<file path="config.mk">
export PLATFORM = sky130hd
export DESIGN_NAME = res_mbox
export DESIGN_NICKNAME = d
export VERILOG_FILES = /design/src/rtl/res_mbox_pkg.sv /design/src/rtl/res_mbox_pack.sv /design/src/rtl/res_mbox_fsm.sv /design/src/rtl/res_mbox.sv
export SDC_FILE = /design/constraint.sdc
export NUM_CORES = 1
export LEC_CHECK = 0
export ABC_AREA = 1
export ABC_CLOCK_PERIOD_IN_PS = 1200
export CAP_MARGIN = 20
export CORE_ASPECT_RATIO = 0.5
export CORE_MARGIN = 3
export CORE_UTILIZATION = 41
export CTS_CLUSTER_SIZE = 14
export DETAILED_ROUTE_END_ITERATION = 8
export PLACE_DENSITY = 0.81
export SYNTH_ARGS = -nofsm -noshare
export SYNTH_HDL_FRONTEND = slang
export SYNTH_SLANG_ARGS = --single-unit
</file>
<file path="constraint.sdc">
create_clock -name clk -period 1.2 [get_ports clk]
set_clock_uncertainty 0.2 [all_clocks]
set_input_delay 0.12 -clock clk [delete_from_list [all_inputs] [get_ports clk]]
set_output_delay 0.12 -clock clk [all_outputs]
set_load 0.1 [all_outputs]
</file>
<file path="src/rtl/res_mbox_pkg.sv">
package res_mbox_pkg;
    typedef enum logic [1:0] {
        OP_ENG_RD  = 2'd0,
        OP_SRAM_RD = 2'd1,
        OP_WRITE   = 2'd2,
        OP_SEARCH  = 2'd3
    } op_e;

    typedef enum logic {
        ST_EMPTY = 1'b0,
        ST_READY = 1'b1
    } mbox_st_e;

    localparam int DONE_BIT = 0;
    localparam int HIT_BIT  = 1;
    localparam int ATTR_LSB = 4;
    localparam int CTX_LSB  = 8;
    localparam int PROC_LSB = 16;
endpackage

</file>
<file path="src/rtl/res_mbox_pack.sv">
module res_mbox_pack
    import res_mbox_pkg::*;
#(
    parameter int DATA_W = 64,
    parameter int TAG_W  = 5,
    parameter int ATTR_W = 4,
    localparam int ENG_W = DATA_W + ATTR_W
) (
    input  op_e               op,
    input  logic [TAG_W-1:0]  proc_id,
    input  logic [TAG_W-1:0]  ctx_id,
    input  logic [ENG_W-1:0]  eng_word,
    input  logic [DATA_W-1:0] sram_data,
    input  logic              hit,
    input  logic              hit_in_data,
    input  logic [DATA_W-1:0] r1_cur,
    output logic [DATA_W-1:0] r0_nxt,
    output logic [DATA_W-1:0] r1_nxt
);
    always_comb begin
        r0_nxt = '0;
        r0_nxt[PROC_LSB +: TAG_W] = proc_id;
        r0_nxt[CTX_LSB  +: TAG_W] = ctx_id;
        r1_nxt = r1_cur;
        unique case (op)
            OP_ENG_RD: begin
                r0_nxt[ATTR_LSB +: ATTR_W] = eng_word[ATTR_W-1:0];
                r1_nxt = eng_word[ENG_W-1:ATTR_W];
            end
            OP_SRAM_RD: begin
                r1_nxt = sram_data;
            end
            OP_WRITE: begin
                r1_nxt = r1_cur;
            end
            OP_SEARCH: begin
                r0_nxt[HIT_BIT] = hit;
                if (!hit) begin
                    r1_nxt = '0;
                end else if (hit_in_data) begin
                    r1_nxt = {1'b1, sram_data[DATA_W-2:0]};
                end else begin
                    r1_nxt = sram_data;
                end
            end
            default: r1_nxt = r1_cur;
        endcase
    end
endmodule

</file>
<file path="src/rtl/res_mbox_fsm.sv">
module res_mbox_fsm
    import res_mbox_pkg::*;
(
    input  logic clk,
    input  logic rst_n,
    input  logic fill,
    input  logic drain,
    output logic done
);
    mbox_st_e st_q, st_d;

    always_comb begin
        st_d = st_q;
        unique case (st_q)
            ST_EMPTY: if (fill) st_d = ST_READY;
            ST_READY: begin
                if (fill)       st_d = ST_READY;
                else if (drain) st_d = ST_EMPTY;
            end
            default: st_d = ST_EMPTY;
        endcase
    end

    always_ff @(posedge clk) begin
        if (!rst_n) st_q <= ST_EMPTY;
        else        st_q <= st_d;
    end

    always_comb begin
        done = (st_q == ST_READY);
    end
endmodule

</file>
<file path="src/rtl/res_mbox.sv">
module res_mbox
    import res_mbox_pkg::*;
#(
    parameter int DATA_W = 64,
    parameter int TAG_W  = 5,
    parameter int ATTR_W = 4,
    localparam int ENG_W = DATA_W + ATTR_W
) (
    input  logic              clk,
    input  logic              rst_n,
    input  logic              cmp_valid,
    input  logic [1:0]        cmp_op,
    input  logic [TAG_W-1:0]  cmp_proc_id,
    input  logic [TAG_W-1:0]  cmp_ctx_id,
    input  logic [ENG_W-1:0]  cmp_eng_word,
    input  logic [DATA_W-1:0] cmp_sram_data,
    input  logic              cmp_hit,
    input  logic              cfg_hit_in_data,
    input  logic              host_rd,
    input  logic              host_addr,
    output logic [DATA_W-1:0] host_rdata,
    output logic              rd_clr
);
    logic [DATA_W-1:0] r0_q, r1_q, r0_nxt, r1_nxt;
    logic              done;

    res_mbox_pack #(.DATA_W(DATA_W), .TAG_W(TAG_W), .ATTR_W(ATTR_W)) pack_i (
        .op          (op_e'(cmp_op)),
        .proc_id     (cmp_proc_id),
        .ctx_id      (cmp_ctx_id),
        .eng_word    (cmp_eng_word),
        .sram_data   (cmp_sram_data),
        .hit         (cmp_hit),
        .hit_in_data (cfg_hit_in_data),
        .r1_cur      (r1_q),
        .r0_nxt      (r0_nxt),
        .r1_nxt      (r1_nxt)
    );

    res_mbox_fsm fsm_i (
        .clk   (clk),
        .rst_n (rst_n),
        .fill  (cmp_valid),
        .drain (rd_clr),
        .done  (done)
    );

    always_ff @(posedge clk) begin
        if (!rst_n) begin
            r0_q <= '0;
            r1_q <= '0;
        end else if (cmp_valid) begin
            r0_q <= r0_nxt;
            r1_q <= r1_nxt;
        end
    end

    always_comb begin
        rd_clr = host_rd && !host_addr;
        if (host_addr) begin
            host_rdata = r1_q;
        end else begin
            host_rdata = r0_q;
            host_rdata[DONE_BIT] = done;
        end
    end

    assert_fill_R2: assert property (@(posedge clk) disable iff (!rst_n)
        cmp_valid |=> done);
    assert_drain_R3: assert property (@(posedge clk) disable iff (!rst_n)
        (rd_clr && !cmp_valid) |=> !done);
    assert_keep_R4: assert property (@(posedge clk) disable iff (!rst_n)
        (host_rd && host_addr && !cmp_valid) |=> (done == $past(done)));
    assert_write_r1_R7: assert property (@(posedge clk) disable iff (!rst_n)
        (cmp_valid && cmp_op == OP_WRITE) |=> $stable(r1_q));
    assert_hit_flag_R9: assert property (@(posedge clk) disable iff (!rst_n)
        (cmp_valid && cmp_op == OP_SEARCH && cmp_hit && cfg_hit_in_data) |=> r1_q[DATA_W-1]);
    assert_miss_zero_R10: assert property (@(posedge clk) disable iff (!rst_n)
        (cmp_valid && cmp_op == OP_SEARCH && !cmp_hit) |=> (r1_q == '0));
endmodule

</file>
After elaboration in Yosys (flattened, before gate mapping)
Index checks and enable logic that the tools add are counted.
{ "op_classes": {"eq_ne": 3, "mux": 10, "n_bitwise": 2, "reduce_logical": 4} }
{ "op_table": {"columns": ["cell", "count"], "rows": [
  ["two-way mux 64 bit", 3],
  ["one-hot mux 64 bit (3 select lines)", 1],
  ["== test 2 bit (second input constant)", 2],
  ["two-way mux 1 bit", 4],
  ["two-way mux 4 bit", 1],
  ["== test 2 x 1 -> 1 bit (second input constant)", 1],
  ["logical NOT 2 bit", 1],
  ["inverter 1 bit", 2],
  ["one-hot mux 1 bit (2 select lines)", 1],
  ["AND reduction 2 bit", 1],
  ["logical AND 1 bit", 1],
  ["logical NOT 1 bit", 1]
]} }
{ "totals": {"regBits": 80, "output_inout_bits": 65, "elab_cells": 22} }

Longest topological paths before layout
Gate-level depths: netlist (run 1).
{ "logic_depth": {"depth_word": 5, "depth_mapped": 9} }

Hierarchy
A second synthesis (run 1) with hierarchy kept.
{ "unflattened": {"hier_cells": 1451, "area_unflattened_um2": 8335.5} }
{ "by_module_without_submodules": {"columns": ["mod", "instances", "cells_each", "area_each_um2", "seq_area_each_um2"], "rows": [
  ["res_mbox", 1, 1012, 6033.3, 2542.4],
  ["res_mbox_pack", 1, 433, 2258.4, 0.0],
  ["res_mbox_fsm", 1, 6, 43.8, 20.0]
]} }

Least setup slack after synthesis (run 1)
OpenSTA, ideal clock, no wires.
{ "synth_path": {"kind": "input -> output", "startpoint": "input port host_addr", "endpoint": "output port host_rdata[20]", "t_arrival_ns": 2.438, "t_required_ns": 0.880, "path_slack_ns": -1.558, "stages": 2, "path_buffers": 1, "cell_sequence": "clkbuf_1 o21ai_0"} }
{ "synth_between": {"elab_chain_len": 1} }
{ "synth_lines": {"columns": ["item", "line", "rtl"], "rows": [
  ["start: declaration", "res_mbox.sv:20", "input logic host_addr,"],
  ["two-way mux 64 bit", "res_mbox.sv:60", "if (host_addr) begin"],
  ["end: declaration", "res_mbox.sv:21", "output logic [DATA_W-1:0] host_rdata,"]
]} }
Every way passes these cells.

Worst setup path in the final report (run 1)
{ "layout_path": {"startpoint": "register r0_q[18]", "endpoint": "output port host_rdata[18]"} }
{ "layout_between": {"elab_chain_len": 1} }
{ "layout_lines": {"columns": ["item", "line", "rtl"], "rows": [
  ["start: declaration", "res_mbox.sv:24", "logic [DATA_W-1:0] r0_q, r1_q, r0_nxt, r1_nxt;"],
  ["start signal: assignment", "res_mbox.sv:53", "r0_q <= r0_nxt;"],
  ["two-way mux 64 bit", "res_mbox.sv:60", null]
]} }
Every way passes these cells.

==> results of run 1 <==
synthesized netlist by cell type:
master    instances  area [um^2]
a21oi_1          16         80.1
buf_1             5         18.8
buf_2            18         90.1
buf_6             5         56.3
clkbuf_1         17         63.8
dfxtp_1          80         1600
inv_1           132          495
inv_2             1         3.75
inv_4             1         6.26
mux2_2            6         67.6
nand2_1         194          728
nand2_2           2         12.5
nand3_1           2         10.0
nor2_1          194          728
o211ai_1          1         7.51
o21ai_0          85          425
o21ai_1           4         20.0
registers in the layout, indices dropped and copies added (netlist names):
register and flops:
fsm_i.done 1, r0_q 15, r1_q 64
how the worst max path moves through the flow:
stage | start | endpoint
2_1_floorplan | host_addr | host_rdata[20]
3_3_place_gp | cmp_op[1] | r1_q[50]
3_5_place_dp | cmp_op[1] | r1_q[49]
4_1_cts | r0_q[6] | host_rdata[6]
5_1_grt | r0_q[6] | host_rdata[6]
6_report | r0_q[18] | host_rdata[18]
metrics by stage:
step | TNS (ns) | total power (W) | utilization
global placement | -32.17 | 0.00619 | 0.785
global route | -10.45 | 0.0100 | 0.867
floorplan | -0.635 | 0.00489 | -
finish | -9.06 | 0.00969 | 0.867
CTS | -8.87 | 0.00958 | 0.861
detailed placement | -34.47 | 0.00625 | 0.785
power by group through the flow:
stage / logic, W / registers (W) / clock network (W)
after floorplan: 0.00186 / 0.00302 / 0
after global placement: 0.00315 / 0.00304 / 0
after detailed placement: 0.00319 / 0.00305 / 0
after CTS: 0.00341 / 0.00304 / 0.00314
after global routing: 0.00366 / 0.00307 / 0.00327
final: 0.00349 / 0.00306 / 0.00314
worst min-delay path, stage by stage:
cell and delay (ns):
buf_2 0.18, o21ai_1 0.11, nor2_1 0.05
area by class of cell:
class / instances / area share
tap: 140 / 0.0195
timing repair inverter: 1 / 0.00125
inverter: 134 / 0.0770
multi-input combinational: 504 / 0.280
timing repair buffer: 273 / 0.397
sequential: 80 / 0.188
clock inverter: 3 / 0.0100
clock buffer: 13 / 0.0268
cells by family after synthesis:
logic type / count (synthesis) / synth area share
and+or+nand+nor: 392 / 0.335
buffers and inverters: 179 / 0.166
AOI/OAI and AO/OA: 106 / 0.121
DFF: 80 / 0.363
muxes: 6 / 0.0153
metal layers:
metal	track usage	wire, um
met3	0.0617	1140
met1	0.318	6970
met2	0.545	9480
met4	0.115	913
met5	0	0
repair_timing:
item	CTS	global route
setup endpoints to repair	128	112
pin swaps	18	5
resized for setup	93	23
setup buffers	14	3
hold endpoints to repair	5	1
hold buffers	1	2
gates cloned	7	0
==> flow_summary.toml, run 1 <==
[status]
run_status = "finished with violations"
violations = "negative hold slack, negative setup slack"

[floorplanning]
die_w_um = 153
core_area_um2 = 10300
die_y_um = 79.4
start_util = 0.427
std_cell_rows = 26
ios = 216
dieArea_um2 = 12100

[sta]
relSlewSlack = 0.773
hold_violations = 1
period_share = 1.21
rsz0062_at_grt = "true"
fin_ws_ns = -0.255
setup_viol = 64
maxSlewViolCount = 0
worstMarginPinSlew_ns = 0.340
post-route-min-period_ns = 1.45
fmax_mhz = 687
fin_hold_ws_ns = -0.0418

[clocking]
cts-root-buf = "clkbuf_16"
clk_path_buf_depth = 2
cts_tree = "done"
cts_buffers = 9
cts_num_sinks = 80
clk_latency_ns = 0.34
htree_levels = 3
clk_pin_slew_worst_paths_ns = 0.06

[routing]
firstDrtPassIters = 6
vias = 5720
drc_errors = 0
totalWireLength_mm = 18.5
ant_nets = 0
vias_per_cell = 4.98
drt-initial-drc-count = 440
routedWlPerCell_um = 16.1

[grt]
grt_max_degree = 31
grt_overflow = 0
grt_pass1_wl_mm = 28.0
antenna_found_initial = 0
grt_pass1_vias = 5583
gr-usage-all-layers = 0.287

[place]
place_ws_ns = -0.475
placed_cell_area_um2 = 8120
gp_congestion = 0.841
dp_hpwl_mm = 11.1
port-buffer-count = 215
dp.cells = 1106

[critical_path]
cp_slowest_cell = "dfxtp_2"
crit_family = "flip-flops"
arrival_ns = 1.13
path_cells = "inv_2 > o21ai_4 > buf_12"
crit_path_end_kind = "output port"
required_ns = 0.88
r2r_cells = 3
r2r_end = "r1_q[40]"
ff2ff_setup_slack_ns = 0.17
path_depth = 3
path_class = "register to output port"
start_kind = "register"
cp_max_fo = 2
rr_startpoint = "r1_q[40]"
max_stage_delay_ns = 0.33
critPathBufInv = 2

[logic_synthesis]
avgSynthCellArea_um2 = 5.79
syn_area_um2 = 4420
ys_ff_latch = 80
synth_nets = 914
seq_area_frac_synth = 0.363
ys_warn_count = 0
synthCells = 763
yosys.cell_types.count = 17

[finish]
syn_to_final_growth_pct = 103
multi_input_area_um2 = 2510
final_common_cell = "nor2_1"
layout_common_cells = "nor2_1, clkdlybuf4s50_1, nand2_1"
antennaDiodeCount = 0
seq_area_um2 = 1690
drive_gt1_frac = 0.346
final_cell_count_no_fill = 1148
finish.instance_area_um2 = 8970
finalNetCount = 1154
fill_cells = 540

[power]
sw_frac_of_total = 0.334
p_per_area_nw_per_um2 = 1080
vdd_drop_max_v = 0.000825
p_leak_nw = 4.10
sequentialPowerShare = 0.315
internal_power_w = 0.00646
p_sw_w = 0.00324
p_comb_frac = 0.360
pwr-share-clk = 0.324

[min_path]
hold_class = "input pin to register"
holdPathStages = 3
holdPathEnd = "r1_q[48]"
min_from = "rst_n"

[job]
drv_cap = 0
Note: power is estimated with default switching activity, not from simulation.
==> run 2: changes to the inputs <==
- ABC_CLOCK_PERIOD_IN_PS: 1200 -> 1400
- CORE_UTILIZATION: 41 -> 42
- CTS_BUF_LIST: unset -> sky130_fd_sc_hd__clkbuf_4
- PLACE_DENSITY: 0.81 -> 0.83
- TNS_END_PERCENT: unset -> 1
- clock period: 1.2 -> 1.4 ns (I/O delays scaled with it)
==> flow_summary.toml, run 2 (synthesis gave the netlist of run 1 again) <==
[sta]
relSlewSlack = 0.718
fin_tns_setup_ns = -2.16
period_share = 1.12
post-route-min-period_ns = 1.56
worstMarginPinSlew_ns = 0.423
hold_violations = 0
fin_ws_ns = -0.163
setup_viol = 40
rsz0062_at_grt = "true"
fmax_mhz = 640
maxSlewViolCount = 0

[critical_path]
start_kind = "register"
r2r_cells = 3
cp_max_fo = 2
path_class = "register to output port"
crit_path_end_kind = "output port"
required_ns = 1.06
arrival_ns = 1.22

[place]
port-buffer-count = 215
dp_hpwl_mm = 11.1
place_ws_ns = -0.376
gp_congestion = 0.804
placed_cell_area_um2 = 7540

[floorplanning]
start_util = 0.450
ios = 216
die_y_um = 78.5
core_area_um2 = 9820
std_cell_rows = 25
die_w_um = 151
dieArea_um2 = 11900

[grt]
grt_pass1_vias = 5023
grt_pass1_wl_mm = 24.0
antenna_found_initial = 0
gr-usage-all-layers = 0.249
grt_max_degree = 59
grt_overflow = 0

[clocking]
clk_latency_ns = 0.42
clk_pin_slew_worst_paths_ns = 0.13
cts_tree = "done"
htree_levels = 3
cts-root-buf = "clkbuf_4"
cts_buffers = 9
cts_num_sinks = 80
clk_path_buf_depth = 2

[finish]
fill_cells = 672
finish.instance_area_um2 = 7930
multi_input_area_um2 = 2270
top_register = "r1_q"
finalNetCount = 1127
seq_area_um2 = 1670
final_common_cell = "nor2_1"
drive_gt1_frac = 0.290
largest_reg_flops = 64
layout_common_cells = "nor2_1, clkdlybuf4s50_1, nand2_1"
syn_to_final_growth_pct = 79.6
antennaDiodeCount = 0

[status]
violations = "negative setup slack"
run_status = "finished with violations"

[routing]
vias = 5259
ant_nets = 0
routedWlPerCell_um = 13.6
vias_per_cell = 4.72
firstDrtPassIters = 5
totalWireLength_mm = 15.2
drt-initial-drc-count = 311
drc_errors = 0

[power]
p_leak_nw = 3.94
power_w = 0.00671
vdd_drop_max_v = 0.000431
p_per_area_nw_per_um2 = 846

[min_path]
holdPathStages = 3
hold_class = "input pin to register"

[job]
drv_cap = 0
[run 2: changes by cell type in the layout (fill, tap and decap cells not counted), moves of 9 or more]
cell        previous run  this run
dfxtp_1               12        23
nand2_1              137       146
nand2_2               34        50
clkbuf_4               0         9
nand2_4               24         0
dfxtp_2               68        57
inv_2                 13        50
inv_1                 72        83
clkbuf_16              9         0
o21ai_4               10         1
buf_4                 34        20
clkinvlp_4            48         0
[run 2: final timing paths]
kind	startpoint	to	slack (ns)
setup / recovery	r0_q[4]	host_rdata[4]	-0.16
hold / removal	cmp_eng_word[0]	r0_q[4]	0.05
setup reg to reg	r0_q[6]	r0_q[6]	0.26
hold reg to reg	fsm_i.done	fsm_i.done	0.28
[run 2: where the power goes]
group | total (W) | internal, W | switching, W
logic | 0.00266 | 0.00112 | 0.00153
registers | 0.00257 | 0.00247 | 0.0000993
clock network | 0.00148 | 0.000693 | 0.000788
total | 0.00671 | 0.00429 | 0.00242
[run 2: worst max-delay path: stages, from the launching register on]
cell     delay (ns)
dfxtp_2        0.35
mux2_4         0.28
buf_12         0.17
[run 2: through the flow]
stage | hold slack (ns) | cells | util
floorplan | 0.0811 | 763 | -
finish | 0.0511 | 1115 | 0.808
CTS | 0.0329 | 1115 | 0.802
global route | 0.0322 | 1115 | 0.808
detailed placement | 0.267 | 1097 | 0.768
global placement | 0.260 | 1097 | 0.768
[run 2: layout make-up]
class / count / area share
clock buffer: 9 / 0.00852
inverter: 134 / 0.0640
timing repair buffer: 247 / 0.400
sequential: 80 / 0.211
multi-input combinational: 504 / 0.286
clock inverter: 6 / 0.00947
tap: 135 / 0.0213
[run 2: what timing repair did]
| action | in CTS | in global routing |
|---|---|---|
| hold buffers | 1 | 0 |
| setup buffers | 2 | 0 |
| resized for setup | 138 | 23 |
| cloned | 0 | 0 |
| pin swaps | 0 | 1 |
| hold endpoints to repair | 67 | 0 |
| endpoints found under the setup margin | 64 | 65 |
[run 2: metal layers]
metal	routed length, um	track usage	vias to the layer above
li1	-	-	2672
met1	6110	0.291	2428
met2	8070	0.460	131
met3	664	0.0479	28
met4	327	0.0796	0
met5	0	0	-
